<file path="src/rtl/cfgaddr_pkg.sv">
package cfgaddr_pkg;
  // PCI bus command code for a configuration access, placed in map bits 3:1
  localparam logic [2:0] CFG_CYCLE_CODE = 3'b101;

  typedef enum logic {
    CYC_LOCAL  = 1'b0,   // type 0: device on the attached segment
    CYC_REMOTE = 1'b1    // type 1: forwarded by a downstream bridge
  } cyc_kind_e;
endpackage

</file>
<file path="src/rtl/cfgaddr_type0.sv">
module cfgaddr_type0
  import cfgaddr_pkg::*;
#(
  parameter int OFS_W       = 24,
  parameter int MAP_W       = 16,
  parameter int REG_W       = 8,
  parameter int FN_W        = 3,
  parameter int SLOT_W      = 5,
  parameter int MAP_SEL_LSB = 8
) (
  input  logic [SLOT_W-1:0] slot,
  input  logic [FN_W-1:0]   fn,
  input  logic [REG_W-1:0]  regno,
  output logic [OFS_W-1:0]  ofs,
  output logic [MAP_W-1:0]  map,
  output logic              bad
);
  localparam int LOW_BASE = REG_W + FN_W;            // offset bit of slot 0
  localparam int LOW_MAX  = OFS_W - 1 - LOW_BASE;    // last slot in the offset
  localparam int HIGH_MAX = LOW_MAX + MAP_W - MAP_SEL_LSB; // last slot in the map

  always_comb begin
    ofs = '0;
    ofs[REG_W-1:0]     = regno;
    ofs[REG_W +: FN_W] = fn;
    for (int i = 0; i <= LOW_MAX; i++) begin
      if (int'(slot) == i) ofs[i + LOW_BASE] = 1'b1;
    end
  end

  always_comb begin
    map = '0;
    map[3:1] = CFG_CYCLE_CODE;
    map[0]   = 1'b0;   // address bits 1:0 forced to zero
    for (int i = LOW_MAX + 1; i <= HIGH_MAX; i++) begin
      if (int'(slot) == i) map[i - LOW_MAX - 1 + MAP_SEL_LSB] = 1'b1;
    end
  end

  assign bad = int'(slot) > HIGH_MAX;
endmodule

</file>
<file path="src/rtl/cfgaddr_type1.sv">
module cfgaddr_type1
  import cfgaddr_pkg::*;
#(
  parameter int OFS_W   = 24,
  parameter int MAP_W   = 16,
  parameter int BUS_W   = 8,
  parameter int DEVFN_W = 8,
  parameter int REG_W   = 8
) (
  input  logic [BUS_W-1:0]   bus,
  input  logic [DEVFN_W-1:0] devfn,
  input  logic [REG_W-1:0]   regno,
  output logic [OFS_W-1:0]   ofs,
  output logic [MAP_W-1:0]   map
);
  localparam int FIELD_W = BUS_W + DEVFN_W + REG_W;

  always_comb begin
    ofs = '0;
    ofs[FIELD_W-1:0] = {bus, devfn, regno};
    map = '0;
    map[3:1] = CFG_CYCLE_CODE;
    map[0]   = 1'b1;   // address bits 1:0 taken from the host
  end
endmodule

</file>
<file path="src/rtl/cfgaddr_gen.sv">
module cfgaddr_gen
  import cfgaddr_pkg::*;
#(
  parameter int OFS_W       = 24,
  parameter int MAP_W       = 16,
  parameter int BUS_W       = 8,
  parameter int DEVFN_W     = 8,
  parameter int REG_W       = 8,
  parameter int FN_W        = 3,
  parameter int MAP_SEL_LSB = 8
) (
  input  logic               clk,
  input  logic               rst,
  input  logic               req_valid,
  input  logic [BUS_W-1:0]   req_bus,
  input  logic [DEVFN_W-1:0] req_devfn,
  input  logic [REG_W-1:0]   req_reg,
  output logic [OFS_W-1:0]   cfg_offset,
  output logic [MAP_W-1:0]   cfg_map,
  output logic               cfg_err,
  output logic               cfg_done
);
  localparam int SLOT_W   = DEVFN_W - FN_W;
  localparam int LOW_BASE = REG_W + FN_W;

  cyc_kind_e           kind;
  logic [OFS_W-1:0]    t0_ofs, t1_ofs, nxt_ofs;
  logic [MAP_W-1:0]    t0_map, t1_map, nxt_map;
  logic                t0_bad, nxt_err;

  assign kind = (req_bus == '0) ? CYC_LOCAL : CYC_REMOTE;

  cfgaddr_type0 #(
    .OFS_W(OFS_W), .MAP_W(MAP_W), .REG_W(REG_W), .FN_W(FN_W),
    .SLOT_W(SLOT_W), .MAP_SEL_LSB(MAP_SEL_LSB)
  ) u_type0 (
    .slot (req_devfn[DEVFN_W-1:FN_W]),
    .fn   (req_devfn[FN_W-1:0]),
    .regno(req_reg),
    .ofs  (t0_ofs),
    .map  (t0_map),
    .bad  (t0_bad)
  );

  cfgaddr_type1 #(
    .OFS_W(OFS_W), .MAP_W(MAP_W), .BUS_W(BUS_W),
    .DEVFN_W(DEVFN_W), .REG_W(REG_W)
  ) u_type1 (
    .bus  (req_bus),
    .devfn(req_devfn),
    .regno(req_reg),
    .ofs  (t1_ofs),
    .map  (t1_map)
  );

  always_comb begin
    if (kind == CYC_LOCAL) begin
      nxt_ofs = t0_ofs;
      nxt_map = t0_map;
      nxt_err = t0_bad;
    end else begin
      nxt_ofs = t1_ofs;
      nxt_map = t1_map;
      nxt_err = 1'b0;
    end
  end

  always_ff @(posedge clk) begin
    if (rst) begin
      cfg_offset <= '0;
      cfg_map    <= '0;
      cfg_err    <= 1'b0;
      cfg_done   <= 1'b0;
    end else begin
      cfg_done <= req_valid;
      if (req_valid) begin
        cfg_offset <= nxt_ofs;
        cfg_map    <= nxt_map;
        cfg_err    <= nxt_err;
      end
    end
  end

  // one done per valid cycle
  a_r7_done_follows: assert property (@(posedge clk) disable iff (rst)
    req_valid |=> cfg_done);
  a_r7_no_spurious_done: assert property (@(posedge clk) disable iff (rst)
    !req_valid |=> !cfg_done);

  // results hold while idle
  a_r8_hold: assert property (@(posedge clk) disable iff (rst)
    !req_valid |=> ($stable(cfg_offset) && $stable(cfg_map) && $stable(cfg_err)));

  // bus 0 selects the type 0 encoding
  a_r1_local_code: assert property (@(posedge clk) disable iff (rst)
    (req_valid && req_bus == '0) |=> (cfg_map[3:0] == 4'b1010));

  // other buses select the type 1 encoding
  a_r6_remote_code: assert property (@(posedge clk) disable iff (rst)
    (req_valid && req_bus != '0) |=> (cfg_map == MAP_W'(16'h000B) && !cfg_err));

  // at most one select bit on a type 0 result
  a_r4_onehot_select: assert property (@(posedge clk) disable iff (rst)
    (cfg_done && !cfg_map[0]) |->
      $onehot0({cfg_offset[OFS_W-1:LOW_BASE], cfg_map[MAP_W-1:MAP_SEL_LSB]}));

  // a flagged request carries no select bit
  a_r5_err_no_select: assert property (@(posedge clk) disable iff (rst)
    (cfg_done && cfg_err) |->
      ($countones({cfg_offset[OFS_W-1:LOW_BASE], cfg_map[MAP_W-1:MAP_SEL_LSB]}) == 0));
endmodule

</file>
<file path="config.mk">
export PLATFORM = sky130hd
export DESIGN_NAME = cfgaddr_gen
export DESIGN_NICKNAME = d
export VERILOG_FILES = /design/src/rtl/cfgaddr_pkg.sv /design/src/rtl/cfgaddr_type0.sv /design/src/rtl/cfgaddr_type1.sv /design/src/rtl/cfgaddr_gen.sv
export SDC_FILE = /design/constraint.sdc
export NUM_CORES = 1
export LEC_CHECK = 0
export BUFFER_PORTS_ARGS = -buffer_cell sky130_fd_sc_hd__buf_4
export CAP_MARGIN = 5
export CORE_AREA = 5 5 77 79
export DETAILED_ROUTE_END_ITERATION = 7
export DIE_AREA = 0 0 82 84
export PLACE_DENSITY = 0.78
export SLEW_MARGIN = 20
export SYNTH_ARGS = -nofsm -noshare
export SYNTH_HDL_FRONTEND = slang
export SYNTH_HIERARCHICAL = 1
export SYNTH_SLANG_ARGS = --single-unit
</file>
<file path="constraint.sdc">
create_clock -name clk -period 1.8 [get_ports clk]
set_input_delay 0.36 -clock clk [delete_from_list [all_inputs] [get_ports clk]]
set_output_delay 0.36 -clock clk [all_outputs]
set_load 0.01 [all_outputs]
</file>
=== Word-level counts from Yosys, hierarchy flattened ===
Index checks and enable logic that the tools add are counted.
W data, S select, Z words.

* $add $sub $neg: 0
* Multipliers: 0
* Equal/unequal tests: 20
* Muxes and demuxes: 24
* Bitwise logic cells: 0
* Magnitude comparators: 1
* Shifts and indexed selects: 0
* Reductions and logical operators: 2
* Div/mod/pow operators: 0

{| class="wikitable"
|+ Operators by type and width
! cell !! count
|-
| $eq A5 B5 Y1 const B || 13
|-
| $mux W24 || 1
|-
| $mux W1 || 22
|-
| $eq A5 B4 Y1 const B || 4
|-
| $mux W16 || 1
|-
| $eq A5 B3 Y1 const B || 2
|-
| $logic_not A8 Y1 || 1
|-
| $eq A5 B2 Y1 const B || 1
|-
| $gt A5 B5 Y1 const B || 1
|-
| $logic_not A5 Y1 || 1
|}

* Output and inout bits: 42
* Register bits: 42
* Memory bits (read-only): 0
* Bits in latches: 0
* Input bits: 27
* Bits in writable memories: 0
* Memories kept: 0
* Word-level logic and storage cells: 51

=== Logic depth before layout (Yosys ltp) ===
Gate-level depths: netlist (run 1).

* Depth after elaboration: 3
* Depth in mapped cells: 5
* Mapped depth without buffers: 4

=== Modules after synthesis ===
Netlist (run 1), hierarchy kept.

{| class="wikitable"
|+ Modules (own cells, without submodules)
! module !! area each (sq um) !! times used !! seq. area each (sq um) !! cells an instance
|-
| cfgaddr_gen || 1960.6 || 1 || 840.8 || 240
|-
| cfgaddr_type0 || 359.1 || 1 || 0.0 || 60
|-
| cfgaddr_type1 || 307.8 || 1 || 0.0 || 42
|}

=== Worst setup path after synthesis (run 1) ===
Ideal clock, no wire load.

* Kind: in2reg
* Start point: input port req_bus[7]
* End point: register cfg_offset[0]
* Path buffers: 1
* Stages: 4
* Arrival time: 1322 ps
* Required time: 1658 ps
* Setup slack: 336 ps
* Library setup time: 142 ps
* Cells stage by stage: or4_4 -> clkbuf_1 -> o21ai_0 -> a311oi_1

{| class="wikitable"
|+ RTL lines
! what !! line !! source
|-
| start: declaration || cfgaddr_gen.sv:15 || <nowiki>input logic [BUS_W-1:0] req_bus,</nowiki>
|-
| end signal: assignment || cfgaddr_gen.sv:77 || <nowiki>cfg_offset <= nxt_ofs;</nowiki>
|-
| end: declaration || cfgaddr_gen.sv:18 || <nowiki>output logic [OFS_W-1:0] cfg_offset,</nowiki>
|}

==> impl_metrics.json, run 1 <==
{
  "antenna_found_initial": 0,
  "min_path_cells": 3,
  "dieArea_sq_um": 6890,
  "rsz0062_at_grt": "false",
  "ir_drop_mv": 0.394,
  "setup_tns_ps": 0,
  "route.detailed.drc": 0,
  "avgSynthCellArea_sq_um": 7.68,
  "nNetsFinal": 377,
  "hp-class": "primary input to register",
  "post_drt_via_cell_ratio": 5.31,
  "syn_inst": 342,
  "dr.pass1.iters": 4,
  "postCtsSetupBuffers": 0,
  "crit_arrival_ps": 1610,
  "required_ps": 1970,
  "reg2reg_slack_ps": 1040,
  "status": "finished, final reports clean",
  "die_h_um": 84,
  "pre_cts_ws_ps": 48.5,
  "start_util_pct": 49.9,
  "slowest_delay_ps": 680,
  "cts_hold_buf": 0,
  "hold_end": "cfg_offset[7]",
  "rows": 27,
  "track_usage_pct": 18.0,
  "final.period_utilization_pct": 80.1,
  "setup_viol": 0,
  "drv_slew": 0,
  "synth_enable_flop_cells": 0,
  "synth-seq-cells": 42,
  "path_max_fanout": 28,
  "timing.rr.start": "cfg_offset[16]",
  "max-cap-violations": 0,
  "dp_hpwl_mm": 4.21,
  "hp-start": "req_reg[7]",
  "setup_ws_ps": 357,
  "layout-drive-gt1-share_pct": 25.1,
  "ios": 69,
  "clk_pin_slew_ps": 80,
  "synth_area_leader_cell": "dfxtp_1",
  "finalHoldViolations": 0,
  "cpMaxStageDelayCell": "or4_4",
  "yosysWarnings": 6,
  "start_kind": "primary input",
  "synth_top_area_share_pct": 32.0,
  "min_period_ps": 1440,
  "grt_max_degree": 43,
  "crit_chain": "buf_4 -> or4_4 -> o21ai_0 -> a311oi_1",
  "grt_remaining_overflow": 0,
  "gp_congestion": 0.899,
  "cts.sinks": 42,
  "avgRoutedWirePerCell_um": 14.5,
  "cellLeakagePower_nw": 1.09,
  "antenna_cells": 0,
  "h-tree-depth": 2,
  "drt_iter0_drc": 177,
  "post_cts_resized": 0,
  "power_per_cell_area_nw_per_um2": 751,
  "netlist_area_sq_um": 2630,
  "root_buffer": "clkbuf_8",
  "clock_latency_ps": 290,
  "fin_skew_ps": 0,
  "synth_cell_types": 27,
  "path_class": "primary input to register",
  "yosysSeqAreaShare_pct": 32.0,
  "synthTopCellsByArea": "dfxtp_1, buf_4, a311oi_1, nor2_1, nand3_1",
  "grt_pass1_vias": 2033,
  "cts_buffers": 5,
  "reg2reg_depth": 2,
  "fillers": 542,
  "area_growth_pct": 10.1,
  "io_buffers": 68,
  "fp.dieW_um": 82,
  "clock_path_buffers": 2,
  "grt_pass1_wl_mm": 10.1,
  "max_freq_ghz": 0.693,
  "antenna_left": 0,
  "async_flop_share_pct": 0,
  "cts_tree": "done",
  "vias": 2245,
  "routed_wl_mm": 6.12,
  "synth-main-ff-cell": "dfxtp_1",
  "end_kind": "register",
  "power.total_mw": 2.17,
  "r2r-end": "cfg_offset[16]",
  "core_sq_um": 5270
}
-- cells in the mapped netlist, types with 4 or more instances --
master / instances
o21ai_0: 21
conb_1: 4
nor3_1: 5
clkbuf_1: 19
buf_2: 4
o21ai_1: 20
a311oi_1: 40
buf_4: 68
dfxtp_1: 42
nand3_1: 40
nor2_1: 56
-- registers in the layout, indices dropped and copies added (netlist names) --
| name | flops |
|---|---|
| cfg_done | 1 |
| cfg_err | 1 |
| cfg_map | 16 |
| cfg_offset | 24 |
-- power by group --
part           total, mW  switching, mW  internal (mW)
sequential          1.03         0.0342          0.992
combinational      0.406          0.219          0.188
clock              0.740          0.331          0.408
-- critical path: cells and delay by family --
family,cells,cell delay (ps)
AO/OA/AOI/OAI,2,430
AND/OR/NAND/NOR,1,680
buffers and inverters,1,130
-- worst max-delay path by stage --
stage	start	end	slack [ps]	cells past startpoint
6_report	req_bus[7]	cfg_map[3]	360	4
5_1_grt	req_bus[7]	cfg_map[3]	310	4
4_1_cts	req_bus[7]	cfg_map[3]	350	4
3_5_place_dp	req_bus[7]	cfg_map[3]	50	4
3_3_place_gp	req_bus[7]	cfg_map[3]	110	4
2_1_floorplan	req_bus[7]	cfg_offset[0]	340	4
-- cells by family after synthesis --
| family | count (synthesis) | synth area share, % |
|---|---|---|
| flops | 42 | 32.0 |
| simple gates | 119 | 22.3 |
| compound gates | 82 | 21.3 |
| buf+inv | 95 | 23.8 |
| other cells | 4 | 0.571 |
-- metal layers --
| layer | routed length [um] | up-vias | track usage (%) | part of all wire [%] |
|---|---|---|---|---|
| met5 | 0 | - | 0 | 0 |
| met4 | 68 | 0 | 5.29 | 1.1 |
| met3 | 373 | 8 | 4.32 | 6.1 |
| met2 | 2910 | 61 | 26.7 | 48 |
| met1 | 2760 | 1022 | 25.6 | 45 |
| li1 | - | 1154 | - | - |
-- placed cells by master (no fill, tap or decap), types with 2 or more instances in the layout --
cell type,Yosys,layout
inv_1,2,2
a311oi_1,40,40
nor4_4,0,2
dfxtp_1,42,42
nand2b_1,3,3
clkinv_2,0,2
clkbuf_8,0,5
o21ai_0,21,21
nand3_1,40,40
buf_12,0,3
nor3_1,5,5
or3b_1,2,2
o21ai_1,20,20
buf_4,68,71
conb_1,4,24
or4_4,2,2
nor2_1,56,56
-- area by class of cell --
cell class | count | area, sq um | area share (%)
multi-input cells | 225 | 1250 | 43.3
flip-flops and latches | 42 | 841 | 29.1
repair buffers | 74 | 593 | 20.5
well taps | 72 | 90.1 | 3.11
clock buffers | 5 | 68.8 | 2.38
clock inverters | 3 | 40.0 | 1.38
inverters | 2 | 7.51 | 0.259
-- stage by stage --
stage | hold slack [ps] | instance area, sq um | utilization (%) | instances
after floorplan | 490 | 2700 | - | 362
after global placement | 473 | 2790 | 52.8 | 415
after detailed placement | 478 | 2790 | 52.8 | 415
after CTS | 346 | 2890 | 54.9 | 423
after global routing | 344 | 2890 | 54.9 | 423
final | 351 | 2890 | 54.9 | 423
(Power assumes the default switching activity.)
==> inputs of run 2 (changes only) <==
--- a/config.mk
+++ b/config.mk
@@ -7,10 +7,10 @@
 export LEC_CHECK = 0
 export BUFFER_PORTS_ARGS = -buffer_cell sky130_fd_sc_hd__buf_4
 export CAP_MARGIN = 5
-export CORE_AREA = 5 5 77 79
+export CORE_AREA = 5 5 80 82
 export DETAILED_ROUTE_END_ITERATION = 7
-export DIE_AREA = 0 0 82 84
-export PLACE_DENSITY = 0.78
+export DIE_AREA = 0 0 85 87
+export PLACE_DENSITY = 0.76
 export SLEW_MARGIN = 20
 export SYNTH_ARGS = -nofsm -noshare
 export SYNTH_HDL_FRONTEND = slang
==> constraint.sdc (replaced) <==
create_clock -name clk -period 1.2 [get_ports clk]
set_input_delay 0.24 -clock clk [delete_from_list [all_inputs] [get_ports clk]]
set_output_delay 0.24 -clock clk [all_outputs]
set_load 0.01 [all_outputs]
==> impl_metrics.json, run 2 (synthesis results as in run 1) <==
{
  "rsz0062_at_grt": "true",
  "start_kind": "primary input",
  "antenna_left": 0,
  "ir_drop_mv": 0.505,
  "die_h_um": 87,
  "min_path_cells": 3,
  "largest_reg_flops": 24,
  "nNetsFinal": 413,
  "fin_skew_ps": 0,
  "antenna_cells": 0,
  "path_max_fanout": 5,
  "required_ps": 1390,
  "final-seq-area_sq_um": 841,
  "gp_congestion": 0.859,
  "status": "complete, but fails checks",
  "grt_pass1_wl_mm": 11.3,
  "path_class": "primary input to register",
  "layout_common_cells": "buf_4, nor2_1, dfxtp_1, o21ai_1, nand3_2",
  "cellLeakagePower_nw": 1.35,
  "avgRoutedWirePerCell_um": 20.6,
  "drt_iter0_drc": 507,
  "core_sq_um": 5680,
  "vias": 2811,
  "grt_pass1_vias": 2402,
  "hp-class": "primary input to register",
  "fp.dieW_um": 85,
  "antenna_found_initial": 0,
  "timing.slew.headroom_pct": 63.9,
  "cts_hold_buf": 0,
  "dp_hpwl_mm": 4.32,
  "end_kind": "register",
  "rows": 28,
  "worst_pin_slew_ps": 542,
  "reg2reg_depth": 2,
  "min_period_ps": 1390,
  "start_util_pct": 46.3,
  "post_drt_via_cell_ratio": 6.08,
  "max_freq_ghz": 0.719,
  "final.period_utilization_pct": 116,
  "clock_latency_ps": 290,
  "setup_ws_ps": -191,
  "finalHoldViolations": 0,
  "routed_wl_mm": 9.50,
  "clock_path_buffers": 2,
  "io_buffers": 68,
  "clk_pin_slew_ps": 90,
  "dr.pass1.iters": 7,
  "root_buffer": "clkbuf_8",
  "setup_viol": 31,
  "cts_tree": "done",
  "multiInputGateArea_sq_um": 1580,
  "ios": 69,
  "layout-drive-gt1-share_pct": 44.4,
  "drv_slew": 0,
  "track_usage_pct": 18.8,
  "max-cap-violations": 0,
  "grt_max_degree": 43,
  "dieArea_sq_um": 7400,
  "pre_cts_ws_ps": -378,
  "area_growth_pct": 40.0,
  "fillers": 463,
  "power_per_cell_area_nw_per_um2": 1030,
  "violations": "negative setup slack",
  "largest_register": "cfg_offset",
  "final_common_cell": "buf_4",
  "grt_remaining_overflow": 0,
  "cts_buffers": 5,
  "h-tree-depth": 2,
  "placed_cell_area_sq_um": 2950,
  "crit_arrival_ps": 1580,
  "route.detailed.drc": 0,
  "stdcell_area_sq_um": 3680,
  "cts.sinks": 42,
  "reg2reg_slack_ps": 390,
  "reg_top3": "cfg_offset (24), cfg_map (16)"
}
==> run 2: changes by cell type in the layout (fill, tap and decap cells not counted), sizes merged <==
cell	previous run	this run
bufinv	1	2
buf	74	102
clkbuf	5	11
clkinv	2	0
or4	2	5
==> run 2: area by class of cell <==
class / count / share of cell area (%)
clock buffer: 6 / 2.25
clock inverter: 2 / 1.63
inverter: 2 / 0.204
multi-input combinational: 228 / 43.1
sequential: 42 / 22.9
tap: 75 / 2.55
timing repair buffer: 107 / 27.4
==> run 2: where the power goes <==
part | internal, mW | switching, mW
Clock | 0.888 | 0.521
Combinational | 0.387 | 0.440
Sequential | 1.49 | 0.0578
Total | 2.76 | 1.02
==> run 2: path summary, 6_finish.rpt <==
| kind | start | to |
|---|---|---|
| worst min-delay path | req_devfn[0] | cfg_offset[8] |
| worst max register to register | cfg_offset[3] | cfg_offset[3] |
| worst max-delay path | req_bus[4] | cfg_offset[16] |
| worst min register to register | cfg_err | cfg_err |
==> run 2: per-stage QoR <==
step	std cells	utilization [%]	TNS, ps	hold slack [ps]	power (mW)
final	462	64.8	-2630	224	3.78
after global routing	462	64.8	-2850	225	3.90
after CTS	448	55.9	-69.3	231	3.64
after detailed placement	434	51.9	-11930	460	2.24
after global placement	434	51.9	-10800	456	2.22
after floorplan	362	-	-2470	458	2.04
==> run 2: critical path, stage by stage <==
cell	delay, ps
buf_8	100
buf_6	110
nor4_4	380
buf_6	200
buf_12	130
nand3_1	110
a311oi_1	310
==> run 2: what timing repair did <==
action | in CTS | in global routing
buffers inserted | 5 | 6
gates cloned | 3 | 9
setup endpoints to repair | 35 | 36
pin swaps | 4 | 44
gates resized for setup | 10 | 64
==> run 2: layer usage <==
metal | GRT usage [%] | share of wire, % | up-vias
met4 | 7.63 | 4.9 | 0
met2 | 31.9 | 49 | 208
li1 | - | - | 1246
met5 | 0 | 0 | -
met3 | 4.35 | 10 | 62
met1 | 23.0 | 36 | 1295
==> inputs of run 3 (changes only) <==
--- a/config.mk
+++ b/config.mk
@@ -7,12 +7,11 @@
 export LEC_CHECK = 0
 export BUFFER_PORTS_ARGS = -buffer_cell sky130_fd_sc_hd__buf_4
 export CAP_MARGIN = 5
-export CORE_AREA = 5 5 80 82
+export CORE_AREA = 5 5 67 69
 export DETAILED_ROUTE_END_ITERATION = 7
-export DIE_AREA = 0 0 85 87
-export PLACE_DENSITY = 0.76
+export DIE_AREA = 0 0 72 74
+export PLACE_DENSITY = 0.74
 export SLEW_MARGIN = 20
 export SYNTH_ARGS = -nofsm -noshare
 export SYNTH_HDL_FRONTEND = slang
-export SYNTH_HIERARCHICAL = 1
 export SYNTH_SLANG_ARGS = --single-unit
==> impl_metrics.json, run 3 <==
{
  "die_h_um": 74,
  "multiInputGateArea_sq_um": 766,
  "rows": 23,
  "cts_buffers": 5,
  "ir_drop_mv": 0.744,
  "required_ps": 1370,
  "finalHoldViolations": 0,
  "p_sw_uw": 670,
  "yosysSeqAreaShare_pct": 46.3,
  "gp_congestion": 0.851,
  "nNetsFinal": 271,
  "synthTopCellsByArea": "dfxtp_1, mux2i_1, nor2_1, buf_4, a31o_1",
  "p_int_mw": 1.90,
  "cts.sinks": 36,
  "drt_iter0_drc": 24,
  "avgRoutedWirePerCell_um": 14.0,
  "synth_top_area_share_pct": 46.3,
  "route.detailed.drc": 0,
  "postCtsSetupBuffers": 0,
  "dp_cells": 287,
  "sw_frac_of_total_pct": 26.1,
  "async_flop_share_pct": 0,
  "post_drt_via_cell_ratio": 4.99,
  "final.period_utilization_pct": 90.8,
  "h-tree-depth": 2,
  "power_per_cell_area_nw_per_um2": 1110,
  "dieArea_sq_um": 5330,
  "status": "finished, final reports clean",
  "start_util_pct": 40.4,
  "antenna_found_initial": 0,
  "setup_viol": 0,
  "antenna_left": 0,
  "min_period_ps": 1090,
  "grt_pass1_vias": 1453,
  "synth-seq-cells": 36,
  "synth_enable_flop_cells": 0,
  "reg_top3": "cfg_offset (24), cfg_map (10)",
  "area_growth_pct": 48.2,
  "antenna_cells": 0,
  "fin_skew_ps": 0,
  "vias": 1473,
  "core_sq_um": 3860,
  "clock_path_buffers": 2,
  "clock_latency_ps": 280,
  "grt_remaining_overflow": 0,
  "layout_common_cells": "buf_4, dfxtp_1, nor2_1, mux2i_1, o21ai_0",
  "p_comb_share_pct": 17.7,
  "cts_tree": "done",
  "ios": 69,
  "synthTopCellsByCount": "dfxtp_1, nor2_1, mux2i_1, o21ai_0, nand2_1",
  "synth-main-ff-cell": "dfxtp_1",
  "p_clk_share_pct": 32.5,
  "path_class": "primary input to register",
  "hp-start": "rst",
  "drv_slew": 0,
  "grt_max_degree": 21,
  "reg2reg_depth": 3,
  "yosysMostFrequentCell": "dfxtp_1",
  "layout-drive-gt1-share_pct": 41.2,
  "setup_ws_ps": 111,
  "hold_slack_ps": 169,
  "reg2reg_slack_ps": 400,
  "yosysWarnings": 0,
  "max-cap-violations": 0,
  "root_buffer": "clkbuf_8",
  "fp.dieW_um": 72,
  "synth_area_leader_cell": "dfxtp_1",
  "cts_hold_buf": 0,
  "seqPwrFrac_pct": 49.8,
  "timing.rr.start": "cfg_offset[19]",
  "avgSynthCellArea_sq_um": 9.67,
  "r2r-end": "cfg_offset[19]",
  "max_freq_ghz": 0.918,
  "end_kind": "register",
  "min_path_cells": 2,
  "rsz0062_at_grt": "false",
  "clk_pin_slew_ps": 70,
  "io_buffers": 63,
  "syn_inst": 161,
  "pre_cts_ws_ps": -200,
  "dp_hpwl_mm": 3.28,
  "track_usage_pct": 15.9,
  "fillers": 349,
  "grt_pass1_wl_mm": 6.62,
  "dr.pass1.iters": 4,
  "start_kind": "primary input",
  "final_common_cell": "buf_4",
  "hold_end": "cfg_done",
  "path_max_fanout": 5,
  "largest_reg_flops": 24,
  "final-seq-area_sq_um": 721,
  "finalNonFillerCells": 295,
  "hp-class": "primary input to register",
  "routed_wl_mm": 4.12,
  "post_cts_resized": 0,
  "synth_cell_types": 30,
  "largest_register": "cfg_offset",
  "cellLeakagePower_nw": 1.10,
  "crit_arrival_ps": 1260,
  "setup_tns_ps": 0,
  "netlist_area_sq_um": 1560
}
## run 3: cell types whose count changed in the layout (fill, tap and decap cells not counted), sizes merged, moves of 7 or more
cell | previous run | this run
mux2i | 0 | 19
conb | 24 | 5
nor2 | 56 | 22
a311oi | 40 | 0
buf | 102 | 87
o21ai | 41 | 10
nand2 | 1 | 8
nand3 | 40 | 0
## run 3: power groups by stage
stage / clock, mW / combinational, mW / sequential, mW
2_1_floorplan: 0 / 0.183 / 1.33
6_report: 0.835 / 0.455 / 1.28
3_3_place_gp: 0 / 0.450 / 1.30
3_5_place_dp: 0 / 0.457 / 1.31
5_1_grt: 0.917 / 0.495 / 1.29
4_1_cts: 0.868 / 0.458 / 1.28
## run 3: worst max path at each step
stage | from | end | cells past startpoint
after CTS | req_bus[3] | cfg_offset[14] | 4
final | req_bus[3] | cfg_offset[13] | 4
after floorplan | req_bus[4] | cfg_map[15] | 4
after global routing | req_bus[4] | cfg_map[14] | 6
after global placement | req_bus[3] | cfg_offset[14] | 4
after detailed placement | req_bus[3] | cfg_offset[14] | 4
## run 3: final cells by class
type	count	share of cell area (%)
clock buffers	5	2.98
clock inverters	3	0.814
inverters	1	0.163
multi-input cells	113	33.2
flip-flops and latches	36	31.3
well taps	50	2.71
repair buffers	87	28.9
## run 3: logic make-up after synthesis
family                 synth area share [%]
DFF                                    46.3
muxes                                  12.2
buffers and inverters                  5.95
AOI/OAI and AO/OA                      14.9
and+or+nand+nor                        20.4
other                                 0.241
## run 3: metrics by stage
stage          util [%]  cell area (sq um)  power (mW)
2_1_floorplan         -               1580        1.51
3_3_place_gp       57.5               2220        1.76
3_5_place_dp       57.5               2220        1.76
4_1_cts            59.8               2310        2.61
5_1_grt            59.8               2310        2.70
6_report           59.8               2310        2.57
## run 3: layer usage
layer  routed length, um  GRT usage (%)
met5                   0              0
met4                  74           6.89
met3                 316           4.32
met2                1980           26.6
met1                1740           19.4
## run 3: critical path, cell delays in order
cell	delay (ps)
buf_4	130
or4_1	600
o21ai_0	200
a31oi_1	100
